--- src/rtl/dac_loader_pkg.sv ---
package dac_loader_pkg;
  localparam int unsigned BUS_W  = 8;
  localparam int unsigned WORD_W = 12;
  localparam int unsigned HI_W   = WORD_W - BUS_W;
  localparam int unsigned NUM_CH = 2;
  localparam int unsigned ADDR_W = $clog2(NUM_CH) + 1;
  typedef logic [WORD_W-1:0] dac_word_t;
endpackage

--- src/rtl/dac_strobe_edge.sv ---
module dac_strobe_edge (
  input  logic clk_i,
  input  logic rst_ni,
  input  logic strobe_ni,
  output logic rise_o
);
  logic prev_q;

  always_ff @(posedge clk_i or negedge rst_ni) begin
    if (!rst_ni) prev_q <= 1'b1;
    else         prev_q <= strobe_ni;
  end

  assign rise_o = !prev_q && strobe_ni;

  // a rise is a single-cycle event, never a level
  a_r10_single_pulse: assert property (@(posedge clk_i) disable iff (!rst_ni)
    rise_o |=> !rise_o);
endmodule

--- src/rtl/dac_stage_word.sv ---
module dac_stage_word
  import dac_loader_pkg::*;
(
  input  logic             clk_i,
  input  logic             rst_ni,
  input  logic             wr_lo_i,
  input  logic             wr_hi_i,
  input  logic [BUS_W-1:0] data_i,
  output dac_word_t        word_o
);
  logic [BUS_W-1:0] lo_q;
  logic [HI_W-1:0]  hi_q;

  always_ff @(posedge clk_i or negedge rst_ni) begin
    if (!rst_ni) lo_q <= '0;
    else if (wr_lo_i) lo_q <= data_i;
  end

  always_ff @(posedge clk_i or negedge rst_ni) begin
    if (!rst_ni) hi_q <= '0;
    else if (wr_hi_i) hi_q <= data_i[HI_W-1:0];
  end

  assign word_o = {hi_q, lo_q};

  a_r4_hi_kept: assert property (@(posedge clk_i) disable iff (!rst_ni)
    (wr_lo_i && !wr_hi_i) |=> $stable(hi_q));
  a_r4_lo_kept: assert property (@(posedge clk_i) disable iff (!rst_ni)
    (wr_hi_i && !wr_lo_i) |=> $stable(lo_q));
endmodule

--- src/rtl/dac_byte_loader.sv ---
module dac_byte_loader
  import dac_loader_pkg::*;
(
  input  logic              clk_i,
  input  logic              rst_ni,
  input  logic              cs_ni,
  input  logic              wr_ni,
  input  logic [ADDR_W-1:0] addr_i,
  input  logic [BUS_W-1:0]  data_i,
  input  logic              xfer_ni,
  output logic [WORD_W-1:0] dac_a_o,
  output logic [WORD_W-1:0] dac_b_o
);
  logic      wr_rise, xfer_rise, wr_go;
  dac_word_t stage_w [NUM_CH];
  dac_word_t out_q   [NUM_CH];

  dac_strobe_edge u_wr_edge (
    .clk_i(clk_i), .rst_ni(rst_ni), .strobe_ni(wr_ni), .rise_o(wr_rise));
  dac_strobe_edge u_xfer_edge (
    .clk_i(clk_i), .rst_ni(rst_ni), .strobe_ni(xfer_ni), .rise_o(xfer_rise));

  assign wr_go = wr_rise && !cs_ni;

  for (genvar c = 0; c < NUM_CH; c++) begin : g_ch
    logic hit;
    assign hit = wr_go && (addr_i[ADDR_W-1:1] == c[ADDR_W-2:0]);

    dac_stage_word u_stage (
      .clk_i  (clk_i),
      .rst_ni (rst_ni),
      .wr_lo_i(hit && !addr_i[0]),
      .wr_hi_i(hit && addr_i[0]),
      .data_i (data_i),
      .word_o (stage_w[c])
    );

    // copy sees pre-write staging value when both edges coincide
    always_ff @(posedge clk_i or negedge rst_ni) begin
      if (!rst_ni)        out_q[c] <= '0;
      else if (xfer_rise) out_q[c] <= stage_w[c];
    end

    a_r6_r8_out_held: assert property (@(posedge clk_i) disable iff (!rst_ni)
      !xfer_rise |=> $stable(out_q[c]));
    a_r7_copy: assert property (@(posedge clk_i) disable iff (!rst_ni)
      xfer_rise |=> out_q[c] == $past(stage_w[c]));
    a_r5_no_cs: assert property (@(posedge clk_i) disable iff (!rst_ni)
      (wr_rise && cs_ni) |=> $stable(stage_w[c]));
  end

  assign dac_a_o = out_q[0];
  assign dac_b_o = out_q[1];
endmodule

--- config.mk ---
export PLATFORM = sky130hd
export DESIGN_NAME = dac_byte_loader
export DESIGN_NICKNAME = d
export VERILOG_FILES = /design/src/rtl/dac_loader_pkg.sv /design/src/rtl/dac_strobe_edge.sv /design/src/rtl/dac_stage_word.sv /design/src/rtl/dac_byte_loader.sv
export SDC_FILE = /design/constraint.sdc
export NUM_CORES = 1
export LEC_CHECK = 0
export ABC_AREA = 1
export CAP_MARGIN = 20
export CORE_MARGIN = 10
export CORE_UTILIZATION = 26
export CTS_CLUSTER_SIZE = 16
export DETAILED_ROUTE_END_ITERATION = 7
export PLACE_DENSITY = 0.51
export SYNTH_ARGS = -nofsm -noshare
export SYNTH_HDL_FRONTEND = slang
export SYNTH_HIERARCHICAL = 1
export SYNTH_SLANG_ARGS = --single-unit
--- constraint.sdc ---
create_clock -name clk_i -period 2.12 [get_ports clk_i]
set_input_delay 0.424 -clock clk_i [delete_from_list [all_inputs] [get_ports clk_i]]
set_output_delay 0.424 -clock clk_i [all_outputs]
set_load 0.02 [all_outputs]
==> flow_summary.yaml <==
die:
  ioPinCount: 39
  dieArea_um2: 11500
  die_h_um: 107
  std_cell_rows: 31
  core_area_um2: 7330
  start_util_pct: 27.1
  fp.dieW_um: 107
synth:
  synth_cell_types: 14
  avgSynthCellArea_um2: 9.10
  syn_area_um2: 1980
  synthCells: 218
  yosysWarnings: 6
  ys_ff_latch: 50
  ys_seq_area_share_pct: 63.2
  syn-num-nets: 233
clocking:
  clk_pin_slew_ns: 0.09
  cts_buffers: 5
  cts_root_buffer: "clkbuf_8"
  cts.path.max_buffers: 2
  cts_tree: "done"
  postCtsHoldBufs: 0
  cts_setup_buffers: 0
  cts.sinks: 50
  cts_resized: 0
  htree_levels: 2
  clkLatencyLatePin_ns: 0.29
sta:
  rsz0062_at_grt: "no"
  period_needed_ns: 1.69
  tns_ns: 0
  setup_slack_ns: 0.425
  fin_crit_sh_pct: 80.0
  final_max_slew_viol_count: 0
  slew_headroom_pct: 61.6
  setup_viol: 0
  hold_violations: 0
  fin_skew_ns: 0.00576
  tightestPinTransition_ns: 0.576
  max_freq_mhz: 590
layout:
  nets: 278
  antenna_cells: 0
  area_delta_synth_final_pct: 32.0
  drive_above_1_share_pct: 9.85
  final_cells: 363
grt:
  grt_overflow: 0
  antenna_found_initial: 0
  grt_pass1_vias: 1496
  grtUsageTotal_pct: 8.04
  grt_max_degree: 49
  grt_first_pass_wirelength_mm: 7.47
setup_path:
  crit_path_start: "dac_a_o[6]$_DFFE_PN0P_"
  critPathSlowestCell: "clkdlybuf4s50_1"
  worstPathCellList: "clkdlybuf4s50_1"
  crit_path_end_kind: "output port"
  worstSetupPathType: "reg -> out"
  cp-start-kind: "flop"
  crit_required_ns: 1.70
  crit_end: "dac_a_o[6]"
  rr_worst_depth: 6
  cp_top_family: "buffers and inverters"
  crit_path_max_incr_delay_ns: 0.62
  arrival_ns: 1.27
  worst-path-max-fanout: 2
  r2r-end: "g_ch[0].u_stage/lo_q[6]$_DFFE_PN0P_"
  cp_num_buf_inv: 1
  reg2reg_from: "u_wr_edge/prev_q$_DFF_PN1_"
  r2r_setup_slack_ns: 0.87
  crit_cells: 1
pwr:
  peakVddDrop_mv: 0.354
  leakagePower_nw: 1.26
  pwr_density_cell_nw_per_um2: 997
place:
  globalplace.congestion: 0.782
  dp_slack_ns: 0.279
  io_buffer_count: 38
  hpwlAfterDp_mm: 3.23
  placed_cells: 355
routing:
  postRouteAntennaNets: 0
  dr.pass1.iters: 4
  drtIter0Drc: 72
  vias: 1438
  wl_mm: 4.37
  post_drt_wl_per_cell_um: 12.0
  drc_errors: 0
  avgViaCountPerCell: 3.96
outcome:
  status: "finished clean"
min_path:
  hold_path_class: "in -> async"
run:
  maxCapViolCount: 0
placed cells by master (no fill, tap or decap):
cell	count
o21ai_0	20
dfrtp_1	48
clkdlybuf4s50_1	37
buf_2	1
bufinv_16	2
buf_4	6
inv_2	2
nor2_1	4
clkbuf_8	6
buf_12	1
inv_1	31
nand3_1	2
dfstp_2	2
nand2_1	96
nor2_2	2
o21ai_2	4
synthesized netlist by cell type:
cell type | instances | share of area (%)
nand2_1 | 96 | 18
dfrtp_1 | 48 | 61
inv_1 | 31 | 5.9
o21ai_0 | 20 | 5.0
nor2_1 | 4 | 0.76
o21ai_2 | 4 | 1.8
buf_6 | 3 | 1.7
buf_8 | 2 | 1.5
dfstp_2 | 2 | 2.6
inv_2 | 2 | 0.38
nand3_1 | 2 | 0.50
nor2_2 | 2 | 0.63
buf_2 | 1 | 0.25
clkbuf_1 | 1 | 0.19
power breakdown:
part | leakage [nW] | total [mW] | switching (mW) | internal, mW
sequential | 0.638 | 1.24 | 0.102 | 1.14
clock | 0.0714 | 0.807 | 0.304 | 0.503
combinational | 0.552 | 0.560 | 0.299 | 0.261
worst register-to-register path: stages (launching register included):
cell and delay [ns]:
dfstp_2 0.38, nor2_2 0.11, nand3_1 0.10, nor2_1 0.29
inv_2 0.14, nand2_1 0.09, nand2_1 0.04
final cells by class:
class / instances / area [um2]
fill: 776 / 4710
sequential: 50 / 1250
multi-input combinational: 128 / 533
timing repair buffer: 45 / 440
inverter: 33 / 124
tap: 99 / 124
clock buffer: 6 / 82.6
clock inverter: 2 / 60.1
metrics by stage:
stage	util, %	cell area [um2]	power, mW	hold slack (ns)
2_1_floorplan	-	1980	1.53	0.128
4_1_cts	35.7	2620	2.66	0.137
6_report	35.7	2620	2.61	0.119
3_5_place_dp	33.8	2470	1.84	0.460
3_3_place_gp	33.8	2470	1.83	0.461
5_1_grt	35.7	2620	2.78	0.157
logic make-up after synthesis:
kind of cell | Yosys count | synth area share (%)
AO/OA/AOI/OAI | 24 | 6.81
buffers and inverters | 40 | 9.90
flip-flops | 50 | 63.2
AND/OR/NAND/NOR | 104 | 20.1
per-layer routing:
metal	routed length, um	GRT usage [%]	vias to the layer above	share of wire (%)
li1	-	-	735	-
met1	2080	10.5	674	48
met2	1990	12.3	27	46
met3	282	3.17	2	6.5
met4	19	1.72	0	0.44
met5	0	0	-	0
state kept, by name, summed over array words and instances, names as in the netlist:
register            flops
g_ch.u_stage/hi_q       8
u_xfer_edge/prev_q      1
g_ch.u_stage/lo_q      16
dac_b_o                12
u_wr_edge/prev_q        1
dac_a_o                12
how the worst min path moves through the flow:
stage,startpoint,end,slack [ns],depth (start not counted)
2_1_floorplan,rst_ni,dac_a_o[0]$_DFFE_PN0P_,0.13,0
3_3_place_gp,g_ch[1].u_stage/lo_q[1]$_DFFE_PN0P_,g_ch[1].u_stage/lo_q[1]$_DFFE_PN0P_,0.46,2
3_5_place_dp,rst_ni,dac_b_o[10]$_DFFE_PN0P_,0.46,1
4_1_cts,rst_ni,dac_b_o[11]$_DFFE_PN0P_,0.14,1
5_1_grt,rst_ni,dac_b_o[2]$_DFFE_PN0P_,0.16,1
6_report,rst_ni,dac_b_o[11]$_DFFE_PN0P_,0.12,1
Note: power is estimated with default switching activity, not from simulation.
